File: config.mk
export PLATFORM = sky130hd
export DESIGN_NAME = stopwake_ctl
export DESIGN_NICKNAME = d
export VERILOG_FILES = /design/src/rtl/stopwake_pkg.sv /design/src/rtl/stopwake_src_sel.sv /design/src/rtl/stopwake_clk_div.sv /design/src/rtl/stopwake_ctl.sv
export SDC_FILE = /design/constraint.sdc
export NUM_CORES = 1
export LEC_CHECK = 0
export BUFFER_PORTS_ARGS = -buffer_cell sky130_fd_sc_hd__buf_2
export CAP_MARGIN = 40
export CELL_PAD_IN_SITES_DETAIL_PLACEMENT = 0
export CELL_PAD_IN_SITES_GLOBAL_PLACEMENT = 1
export CORE_AREA = 3 3 67 69
export CTS_BUF_LIST = sky130_fd_sc_hd__clkbuf_4
export DETAILED_ROUTE_END_ITERATION = 7
export DIE_AREA = 0 0 70 72
export GPL_ROUTABILITY_DRIVEN = 0
export PLACE_DENSITY = 0.85
export SYNTH_ARGS = -nofsm -noshare
export SYNTH_HDL_FRONTEND = slang
export SYNTH_HIERARCHICAL = 1
export SYNTH_SLANG_ARGS = --single-unit
File: constraint.sdc
create_clock -name clk -period 5.5 [get_ports clk]
set_input_delay 0 -clock clk [delete_from_list [all_inputs] [get_ports clk]]
set_output_delay 0 -clock clk [all_outputs]
set_load 0.03 [all_outputs]
File: src/rtl/stopwake_pkg.sv
package stopwake_pkg;

    typedef enum logic [1:0] {
        ST_RUN  = 2'd0,
        ST_STOP = 2'd1,
        ST_HOLD = 2'd2
    } sw_state_e;

    // field order follows the register bit layout, bit 6 down to bit 0
    typedef struct packed {
        logic       lvl_hi;
        logic       dly_on;
        logic [2:0] src;
        logic       full_rate;
        logic       pre16;
    } sw_cfg_t;

    localparam sw_cfg_t CFG_RESET = '{lvl_hi: 1'b0, dly_on: 1'b1, src: 3'd0,
                                      full_rate: 1'b0, pre16: 1'b0};

    localparam int PIN_W = 12;   // p3[3:0] in the low bits, p2[7:0] above

endpackage

File: src/rtl/stopwake_src_sel.sv
module stopwake_src_sel
    import stopwake_pkg::*;
#(
    parameter int SYNC_STAGES = 2
) (
    input  logic       clk,
    input  logic       por_n,
    input  logic [7:0] p2_in,
    input  logic [3:0] p3_in,
    input  logic [2:0] src,
    input  logic       lvl_hi,
    output logic       hit
);

    logic [SYNC_STAGES-1:0][PIN_W-1:0] sync_d, sync_q;
    logic [PIN_W-1:0] pins;
    logic [7:0]       p2_s;
    logic [3:0]       p3_s;
    logic             raw;

    always_comb begin
        sync_d[0] = {p2_in, p3_in};
        for (int i = 1; i < SYNC_STAGES; i++) begin
            sync_d[i] = sync_q[i-1];
        end
    end

    always_ff @(posedge clk or negedge por_n) begin
        if (!por_n) sync_q <= '0;
        else        sync_q <= sync_d;
    end

    assign pins = sync_q[SYNC_STAGES-1];
    assign p3_s = pins[3:0];
    assign p2_s = pins[PIN_W-1:4];

    always_comb begin
        case (src)
            3'd1:    raw = p3_s[0];
            3'd2:    raw = p3_s[1];
            3'd3:    raw = p3_s[2];
            3'd4:    raw = p3_s[3];
            3'd5:    raw = p2_s[7];
            3'd6:    raw = ~|p2_s[3:0];
            3'd7:    raw = ~|p2_s;
            default: raw = 1'b0;
        endcase
        hit = (src != 3'd0) && (raw == lvl_hi);
    end

    AST_SRC_NONE_QUIET: assert property (@(posedge clk) disable iff (!por_n)
        (src == 3'd0) |-> !hit);

endmodule

File: src/rtl/stopwake_clk_div.sv
module stopwake_clk_div #(
    parameter int PRE_DIV = 16
) (
    input  logic clk,
    input  logic por_n,
    input  logic run,
    input  logic full_rate,
    input  logic pre16,
    output logic en
);

    localparam int CNT_W = $clog2(2 * PRE_DIV);

    logic [CNT_W-1:0] cnt_d, cnt_q;
    logic [CNT_W-1:0] lim;

    always_comb begin
        case ({full_rate, pre16})
            2'b10:   lim = '0;
            2'b00:   lim = CNT_W'(1);
            2'b11:   lim = CNT_W'(PRE_DIV - 1);
            default: lim = CNT_W'(2 * PRE_DIV - 1);
        endcase
        en = run && (cnt_q >= lim);
        if (!run)                cnt_d = '0;
        else if (cnt_q >= lim)   cnt_d = '0;
        else                     cnt_d = cnt_q + 1'b1;
    end

    always_ff @(posedge clk or negedge por_n) begin
        if (!por_n) cnt_q <= '0;
        else        cnt_q <= cnt_d;
    end

    AST_EN_SPACED: assert property (@(posedge clk) disable iff (!por_n)
        en |=> (!en || lim == '0));
    AST_EN_NEEDS_RUN: assert property (@(posedge clk) disable iff (!por_n)
        !run |-> !en);

endmodule

File: src/rtl/stopwake_ctl.sv
module stopwake_ctl
    import stopwake_pkg::*;
#(
    parameter int DELAY_CYC   = 64,
    parameter int PRE_DIV     = 16,
    parameter int SYNC_STAGES = 2
) (
    input  logic       clk,
    input  logic       por_n,
    input  logic       rst_n,
    input  logic       cfg_we,
    input  logic [6:0] cfg_wdata,
    output logic [7:0] cfg_rdata,
    input  logic       stop_req,
    input  logic [7:0] p2_in,
    input  logic [3:0] p3_in,
    output logic       sclk_en,
    output logic       tclk_en,
    output logic       wake_rst,
    output logic       stopped
);

    localparam int DLY_W = $clog2(DELAY_CYC);

    typedef struct packed {
        sw_state_e  state;
        sw_cfg_t    cfg;
        logic       flag;
        logic [DLY_W-1:0] dly;
    } ctl_regs_t;

    ctl_regs_t r_d, r_q;
    logic      wake_hit;
    logic      clk_en;

    stopwake_src_sel #(.SYNC_STAGES(SYNC_STAGES)) src_i (
        .clk    (clk),
        .por_n  (por_n),
        .p2_in  (p2_in),
        .p3_in  (p3_in),
        .src    (r_q.cfg.src),
        .lvl_hi (r_q.cfg.lvl_hi),
        .hit    (wake_hit)
    );

    stopwake_clk_div #(.PRE_DIV(PRE_DIV)) div_i (
        .clk       (clk),
        .por_n     (por_n),
        .run       (r_q.state == ST_RUN),
        .full_rate (r_q.cfg.full_rate),
        .pre16     (r_q.cfg.pre16),
        .en        (clk_en)
    );

    always_comb begin
        r_d = r_q;
        if (!rst_n) begin
            r_d.state = ST_RUN;
            r_d.cfg   = CFG_RESET;
            r_d.dly   = '0;
        end else begin
            if (cfg_we) r_d.cfg = sw_cfg_t'(cfg_wdata);
            case (r_q.state)
                ST_RUN: begin
                    if (stop_req) r_d.state = ST_STOP;
                end
                ST_STOP: begin
                    if (wake_hit) begin
                        r_d.flag      = 1'b1;
                        r_d.cfg.pre16 = 1'b0;
                        r_d.dly       = '0;
                        r_d.state     = r_q.cfg.dly_on ? ST_HOLD : ST_RUN;
                    end
                end
                ST_HOLD: begin
                    r_d.dly = r_q.dly + 1'b1;
                    if (r_q.dly == DLY_W'(DELAY_CYC - 1)) r_d.state = ST_RUN;
                end
                default: r_d.state = ST_RUN;
            endcase
        end
    end

    always_ff @(posedge clk or negedge por_n) begin
        if (!por_n) begin
            r_q.state <= ST_RUN;
            r_q.cfg   <= CFG_RESET;
            r_q.flag  <= 1'b0;
            r_q.dly   <= '0;
        end else begin
            r_q <= r_d;
        end
    end

    assign cfg_rdata = {r_q.flag, 7'b0};
    assign sclk_en   = clk_en;
    assign tclk_en   = clk_en;
    assign wake_rst  = (r_q.state == ST_HOLD);
    assign stopped   = (r_q.state == ST_STOP);

    AST_HALTED_NO_EN: assert property (@(posedge clk) disable iff (!por_n || !rst_n)
        (r_q.state != ST_RUN) |-> !(sclk_en || tclk_en));
    AST_FLAG_STICKY: assert property (@(posedge clk) disable iff (!por_n)
        r_q.flag |=> r_q.flag);
    AST_WAKE_SETS_FLAG: assert property (@(posedge clk) disable iff (!por_n || !rst_n)
        (r_q.state == ST_STOP && wake_hit) |=> r_q.flag);
    AST_WAKE_CLEARS_PRE16: assert property (@(posedge clk) disable iff (!por_n || !rst_n)
        (r_q.state == ST_STOP && wake_hit) |=> !r_q.cfg.pre16);
    AST_HOLD_FROM_STOP: assert property (@(posedge clk) disable iff (!por_n || !rst_n)
        $rose(wake_rst) |-> $past(r_q.state == ST_STOP));
    AST_RUN_FLAG_STEADY: assert property (@(posedge clk) disable iff (!por_n || !rst_n)
        (r_q.state == ST_RUN) |=> (r_q.flag == $past(r_q.flag)));

endmodule

Word level (Yosys, flattened, before mapping) --
Cells that the tools add are included. Widths: inputs -> output; s select.
Word-level totals: RAM bits 0, memories kept 0, memory bits (read-only) 0, logic and storage cells 59, bits of input ports 24, bits in latches 0, output and inout bits 12, register bits 45
Cells by class: eq/ne operators 18, bitwise gates (word level) 0, magnitude comparators 1, $add $sub $neg 2, shift-type cells 0, mux-type cells 15, divide/modulo/power cells 0, reduce and logical (&&, ||, !) cells 12, $mul 0
Operators with widths (count):
- $pmux 5 s3 | 1
- $eq 3x3->1 const B | 4
- $pmux 6 s2 | 1
- $mux 2 | 5
- $mux 5 | 2
- $mux 9 | 1
- $mux 8 | 1
- $reduce_or 8->1 | 1
- $mux 7 | 1
- $pmux 1 s7 | 1
- $add 6x1->6 const B | 1
- $eq 2x2->1 const B | 3
- $eq 3x2->1 const B | 2
- $eq 6x6->1 const B | 1
- $mux 6 | 1
- $ne 3x2->1 const B | 2
- $pmux 2 s3 | 1
- $reduce_and 3->1 | 2
- $add 5x1->5 const B | 1
- $ge 5x5->1 | 1
- $logic_not 2->1 | 2
- $reduce_or 4->1 | 1
- $eq 3x1->1 const B | 1
- $ne 3x1->1 const B | 1
- 8 further kinds | 10

Depth between registers and ports, before layout --
Gate-level depths: netlist of the first run.
word-level depth 8, depth in mapped cells 8, mapped depth without buffers 8

Modules after synthesis --
Netlist of the first run, hierarchy kept.
By module, submodules not included:
- stopwake_ctl | area an instance 828.3 um2, cells each 79, instances 1, seq. area each 401.6 um2
- stopwake_src_sel | area an instance 698.2 um2, cells each 36, instances 1, seq. area each 600.6 um2
- stopwake_clk_div | area an instance 341.6 um2, cells each 35, instances 1, seq. area each 125.1 um2

Worst setup path after synthesis of the first run --
No wires, ideal clock.
kind register -> register, start point register r_q[9] (netlist bit), end point register r_q[1] (netlist bit), buffers on the path 0, setup slack 3.666 ns, library setup time 0.121 ns, cell stages (with the launch flop) 8, required time 5.379 ns, arrival time 1.713 ns, period minus slack after synthesis 1.834 ns, path through dfrtp_1 -> mux2i_1 -> mux2_2 -> o221a_1 -> mux2_4 -> nand3b_1 -> and3_4 -> a22o_1
Between the ends: word-level cells in the longest chain between the ends 6, elaborated cells between the ends (all ways) 13, those cells by class eq/ne: 9; mux: 1; reduce/logical: 3
Ends and longest elaborated chain:
- from (decl) | line stopwake_ctl.sv:32 | ctl_regs_t r_d, r_q;
- from (signal assigned) | line stopwake_ctl.sv:91 | r_q <= r_d;
- $eq 3x3->1 (tied with other cells) | line stopwake_src_sel.sv:38 | case (src)
- $pmux 1 s7 | line stopwake_src_sel.sv:38
- $eq 1x1->1 | line stopwake_src_sel.sv:48 | hit = (src != 3'd0) && (raw == lvl_hi);
- $logic_and 1x1->1 (*) | line stopwake_src_sel.sv:48
- via wake_hit | line stopwake_ctl.sv:33 | logic wake_hit;
- $ne 3x2->1 (no line) (*)
- $reduce_and 2->1 (no line) (*)
The timed path passes the listed nets; every way through them passes the cells marked *. A chain may end at the register's enable or synchronous reset.

Final worst setup path of the first run --
start point register r_q[9] (netlist bit), end point register r_q[14] (netlist bit)
Between the ends: word-level cells in the longest chain between the ends 6, elaborated cells between the ends (all ways) 13, those cells by class eq/ne: 9; mux: 1; reduce/logical: 3
Ends and longest elaborated chain (line):
- $eq 3x3->1 (tied with other cells) | stopwake_src_sel.sv:38
- $pmux 1 s7 | stopwake_src_sel.sv:38
- $eq 1x1->1 | stopwake_src_sel.sv:48
- $logic_and 1x1->1 (*) | stopwake_src_sel.sv:48
- via wake_hit | stopwake_ctl.sv:33
- $ne 3x2->1 (no line) (*)
- $reduce_and 3->1 (no line) (*)
Marked as above.

==> results of run 1 <==
power groups by stage:
stage	combinational, mW	sequential (mW)	clock [mW]
floorplan	0.115	0.373	0
global placement	0.136	0.377	0
detailed placement	0.143	0.379	0
CTS	0.160	0.373	0.210
global route	0.177	0.376	0.224
finish	0.158	0.372	0.205
path summary, 6_finish.rpt:
kind                                  start                to  slack, ns  cells past startpoint
max reg2reg                          r_q[9]           r_q[14]       3.12                      8
min                            cfg_wdata[0]            r_q[7]       0.03                      3
max                                  r_q[9]           r_q[14]       3.12                      8
min in group asynchronous             por_n            r_q[2]       0.10                      2
max in group asynchronous             por_n  src_i/sync_d[23]       4.91                      3
min reg2reg                src_i/sync_d[22]    src_i/pins[10]       0.36                      0
cell usage in the layout (no fill, tap or decap), drive strengths merged, types with 3 or more instances in the layout:
| master | n |
|---|---|
| nand2b | 3 |
| buf | 29 |
| nand2 | 9 |
| nand4 | 3 |
| conb | 7 |
| and3 | 4 |
| nor2 | 4 |
| inv | 5 |
| nor2b | 8 |
| a21oi | 3 |
| o21ai | 8 |
| mux2i | 9 |
| dfrtp | 44 |
| nor3 | 6 |
| mux2 | 3 |
| ha | 7 |
| dlygate4sd3 | 28 |
| clkbuf | 5 |
sequential cells by signal, indices dropped and copies added, names as in the netlist:
name,flops
r_q,15
cfg_rdata,1
src_i/sync_d,12
src_i/pins,12
div_i/cnt_q,5
cell families after synthesis:
| kind of cell | count (synthesis) | share of synthesized area |
|---|---|---|
| other | 1 | 0.00201 |
| AO/OA/AOI/OAI | 20 | 0.0730 |
| adder cells (fa/ha/maj) | 7 | 0.0469 |
| AND/OR/NAND/NOR | 45 | 0.137 |
| flip-flops | 45 | 0.603 |
| multiplexers | 12 | 0.0683 |
| XOR/XNOR | 4 | 0.0188 |
| buffers and inverters | 16 | 0.0509 |
cell type report:
class,count,share of cell area
Tap cell,50,0.0261
Sequential cell,45,0.470
Inverter,5,0.00782
Timing Repair Buffer,57,0.183
Multi-Input combinational cell,95,0.278
Clock inverter,3,0.0193
Clock buffer,5,0.0156
cell usage after synthesis (2+ instances only):
master     n
buf_4      9
nand2_1    9
nand3b_1   2
mux2_2     2
and3_1     3
nor2_1     4
nand4_1    3
mux2i_1    9
a21oi_1    3
nand2b_1   2
a31oi_1    2
ha_1       7
xnor2_1    2
nor2b_1    7
nand3_1    2
o21ai_1    6
nor3_1     6
dfrtp_1   44
inv_1      4
xor2_1     2
per-layer routing:
| layer | vias up | global-route usage | part of all wire |
|---|---|---|---|
| met5 | - | 0 | 0 |
| met4 | 0 | 0.0574 | 0.016 |
| met3 | 5 | 0.0485 | 0.046 |
| met2 | 32 | 0.283 | 0.54 |
| met1 | 616 | 0.181 | 0.40 |
| li1 | 619 | - | - |
stage by stage:
step           setup slack (ns)  utilization  area [sq um]  std cells
4_1_cts                    3.14        0.605          2400        260
6_report                   3.12        0.605          2400        260
3_5_place_dp               3.53        0.513          2040        224
5_1_grt                    2.97        0.605          2400        260
2_1_floorplan              3.67            -          1890        156
3_3_place_gp               3.60        0.508          2020        223
what timing repair did:
action | CTS | global route
endpoints found under the hold margin | 66 | 0
hold buffers | 28 | 0
endpoints found under the setup margin | 0 | 0
critical path: stages, from the launching register on:
cell and delay [ns]:
dfrtp_1 0.48, mux2i_1 0.15, mux2_2 0.27, o221a_1 0.24, mux2_4 0.31, inv_1 0.06, mux2i_1 0.07, nor3b_1 0.18
dlygate4sd3_1 0.57
==> impl_metrics.toml, run 1 <==
[timing]
fin_crit_sh = 0.432
tns_ns = 0
fin_worst_skew_ns = 0.0155
finalHoldViolations = 0
setup_viol = 0
finalCriticalPeriod_ns = 2.38
fmax_mhz = 421
whs_ns = 0.0274
rsz0062_at_grt = "no"
maxSlewViolCount = 0

[grt]
overflow = 0
antenna_found_initial = 0
grt_pass1_wl_um = 6210
grt_pass1_vias = 1331
grt_max_degree = 28
groute.usage.overall = 0.159

[floorplanning]
die_x_um = 70
io_pins = 36
die_y_um = 72
start_util = 0.470
dieArea_sq_um = 5040
core-area_sq_um = 3970
rows = 23

[cts]
cts_root_buf = "clkbuf_4"
insertion_delay_ns = 0.36
cts_inserted_buffers = 5
clk_pin_slew_worst_paths_ns = 0.14
cts_tree = "built"
cts_setup_buffers = 0
cts.sinks = 45
post_cts_resize_count = 0
htree_levels = 2
clock_path_buffers = 2

[synth]
synth_edf_count = 0
synth_seq_area_share = 0.603
synth-seq-cells = 45
syn_inst = 150
yosys.area.top_type = "dfrtp_1"
syn_area_per_cell_sq_um = 12.5
synth_flop_cell = "dfrtp_1"
yosys.cell_types.count = 42
synth_area_leaders = "dfrtp_1, mux2i_1, ha_1"
ys_warn_count = 6
synthArstFlopShare = 1.00
synth_top_area_share = 0.589
syn-cell-area_sq_um = 1870

[layout]
nNetsFinal = 240
seq_area_sq_um = 1130
layout-drive-gt1-share = 0.233
nFillCells = 317
diodes = 0
area_growth_pct = 28.5
multi_input_area_sq_um = 668

[power]
power.total_mw = 0.735
irDropWorstVdd_uv = 220
clkPwrFrac = 0.279
intPower_mw = 0.519
p_per_area_nw_per_um2 = 306
leakagePower_nw = 1.15
power_frac_seq = 0.506
p_comb_frac = 0.215
switching_share = 0.294
p_sw_mw = 0.216

[critical_path]
arrival_ns = 2.69
endpoint_kind = "flop"
critPathLaunchType = "flop"
cp_max_fo = 6
path_class = "reg2reg"
cp_data_required_time_ns = 5.81

[status]
status = "complete, no violations"

[route]
wl_um = 3510
first_pass_iters = 4
vias = 1272
drt_iter0_drc = 30
via_per_inst = 4.89
drtAntennaViolNets = 0
post_drt_wl_per_cell_um = 13.5
remaining_drc_errors = 0

[placement]
hpwlAfterDp_um = 2490
port-buffer-count = 28

[hold_path]
hold_class = "in2reg"

[job]
cap_violations = 0
Power figures use the tool's default switching activity.
==> inputs of run 2 (changes only) <==
--- a/config.mk
+++ b/config.mk
@@ -9,12 +9,12 @@
 export CAP_MARGIN = 40
 export CELL_PAD_IN_SITES_DETAIL_PLACEMENT = 0
 export CELL_PAD_IN_SITES_GLOBAL_PLACEMENT = 1
-export CORE_AREA = 3 3 67 69
+export CORE_AREA = 3 3 69 71
 export CTS_BUF_LIST = sky130_fd_sc_hd__clkbuf_4
 export DETAILED_ROUTE_END_ITERATION = 7
-export DIE_AREA = 0 0 70 72
+export DIE_AREA = 0 0 72 74
 export GPL_ROUTABILITY_DRIVEN = 0
-export PLACE_DENSITY = 0.85
+export PLACE_DENSITY = 0.81
 export SYNTH_ARGS = -nofsm -noshare
 export SYNTH_HDL_FRONTEND = slang
 export SYNTH_HIERARCHICAL = 1
==> constraint.sdc (replaced) <==
create_clock -name clk -period 2.32 [get_ports clk]
set_input_delay 0 -clock clk [delete_from_list [all_inputs] [get_ports clk]]
set_output_delay 0 -clock clk [all_outputs]
set_load 0.03 [all_outputs]
==> run 2 against run 1 <==
Against the previous run:
- non-clock buffer count shrank 1
- clock power is 130% higher
- wire length shrank 0.54%
- critical path depth is 2 lower
- setup slack worse by 2.9 ns
- final cell count grew 0.38%
- sequential cell count did not move
- first-iteration DRC count decreased by 60%
- power rose by 140%
- combinational power increased by 140%
- die area increased by 5.7%
- critical path type is now reg2out
- critical endpoint is now tclk_en
- largest cell class unchanged
==> impl_metrics.toml, run 2 (synthesis results as in run 1) <==
[critical_path]
arrival_ns = 2.08
worstRegToRegCells = 8
reg2reg_slack_ns = 0.33
endpoint = "tclk_en"
worstReg2RegEnd = "r_q[5]"
cp_slowest_cell = "dfrtp_1"
cp_data_required_time_ns = 2.32
cp_max_fo = 6
cp.depth = 6
crit_chain = "nand2b_1 > ha_1 > nand4_1 > o22ai_2 > o21a_1 > buf_2"
critPathLaunch = "r_q[8]"
endpoint_kind = "primary output"
critPathLaunchType = "flop"
path_class = "reg2out"
worst_path_largest_cell_delay_ns = 0.42
crit_buf_inv = 1
crit_family = "compound AO/OA/AOI/OAI gates"
r2r_start = "r_q[9]"

[floorplanning]
die_x_um = 72
dieArea_sq_um = 5330
io_pins = 36
die_y_um = 74
rows = 24
start_util = 0.435
core-area_sq_um = 4290

[layout]
final_core_util = 0.557
final_common_cell = "dfrtp_1"
largest_reg_flops = 15
nNetsFinal = 239
layoutNonFillerInstCount = 261
layout-drive-gt1-share = 0.234
area_growth_pct = 28.1
mostFrequentLayoutCells = "dfrtp_1, buf_2, dlygate4sd3_1"
diodes = 0
largest-register = "r_q"
nFillCells = 352

[route]
post_drt_wl_per_cell_um = 13.4
wl_um = 3490
drt_iter0_drc = 12
drtAntennaViolNets = 0
vias = 1274
remaining_drc_errors = 0
via_per_inst = 4.88
first_pass_iters = 3

[power]
clkPwrFrac = 0.275
irDropWorstVdd_uv = 518
p_comb_frac = 0.217
p_sw_mw = 0.503
p_per_area_nw_per_um2 = 724
leakagePower_nw = 1.15
switching_share = 0.290
power_frac_seq = 0.508
intPower_mw = 1.23

[cts]
cts.sinks = 45
htree_levels = 2
cts_inserted_buffers = 5
insertion_delay_ns = 0.35
cts_tree = "built"
clock_path_buffers = 2
clk_pin_slew_worst_paths_ns = 0.13
cts_root_buf = "clkbuf_4"

[status]
status = "complete, no violations"

[grt]
groute.usage.overall = 0.147
overflow = 0
grt_pass1_wl_um = 5960
grt_max_degree = 33
grt_pass1_vias = 1322
antenna_found_initial = 0

[hold_path]
hold_class = "in2reg"

[timing]
fin_crit_sh = 0.897
tns_ns = 0
maxSlewViolCount = 0
rsz0062_at_grt = "no"
finalCriticalPeriod_ns = 2.08
finalHoldViolations = 0
fin_worst_skew_ns = 0.00985
fmax_mhz = 481
setup_viol = 0

[placement]
dpl.cell_count = 226
port-buffer-count = 28
hpwlAfterDp_um = 2500

[job]
cap_violations = 0
## run 2: worst min-delay path: cells and delay by family
| kind | cells | cell delay (ns) |
|---|---|---|
| buffers and inverters | 1 | 0.09 |
| muxes | 1 | 0.14 |
| and+or+nand+nor | 1 | 0.14 |
## run 2: worst min-delay path by stage
| stage | startpoint | to | slack [ns] | depth (start not counted) |
|---|---|---|---|---|
| 2_1_floorplan | por_n | cfg_rdata[7] | -0.30 | 0 |
| 3_3_place_gp | p3_in[2] | src_i/sync_d[14] | 0.11 | 1 |
| 3_5_place_dp | por_n | cfg_rdata[7] | -0.07 | 1 |
| 4_1_cts | cfg_wdata[0] | r_q[7] | 0.02 | 3 |
| 5_1_grt | cfg_wdata[0] | r_q[7] | 0.06 | 3 |
| 6_report | cfg_wdata[0] | r_q[7] | 0.03 | 3 |
## run 2: timing repair
action,in CTS,in global routing
buffers inserted,0,0
resized for setup,0,0
endpoints found under the hold margin,65,0
hold buffers,27,0
## run 2: layout make-up
type / count / area, sq um / area share
flip-flops and latches: 45 / 1130 / 0.471
multi-input cells: 95 / 668 / 0.279
repair buffers: 56 / 430 / 0.180
well taps: 52 / 65.1 / 0.0272
clock inverters: 3 / 46.3 / 0.0193
clock buffers: 5 / 37.5 / 0.0157
inverters: 5 / 18.8 / 0.00784
## run 2: stage by stage
stage                     worst slack (ns)  hold slack (ns)  area [sq um]  power [mW]
after floorplan                      0.486           -0.296          1890        1.16
after global placement               0.429            0.108          2020        1.21
after detailed placement             0.365          -0.0702          2040        1.24
after CTS                            0.197           0.0183          2390        1.75
after global routing                 0.102           0.0574          2390        1.83
final                                0.239           0.0346          2390        1.73
## run 2: per-layer routing
layer  global-route usage  vias to the layer above  wire length (um)
li1                     -                      620                 -
met1                0.159                      621              1400
met2                0.280                       26              1910
met3               0.0351                        7               122
met4               0.0564                        0                59
met5                    0                        -                 0
## run 2: power groups by stage
stage	Combinational, mW	Sequential, mW	Clock [mW]
floorplan	0.272	0.884	0
global placement	0.323	0.892	0
detailed placement	0.344	0.896	0
CTS	0.380	0.880	0.493
global route	0.412	0.890	0.523
finish	0.376	0.879	0.477
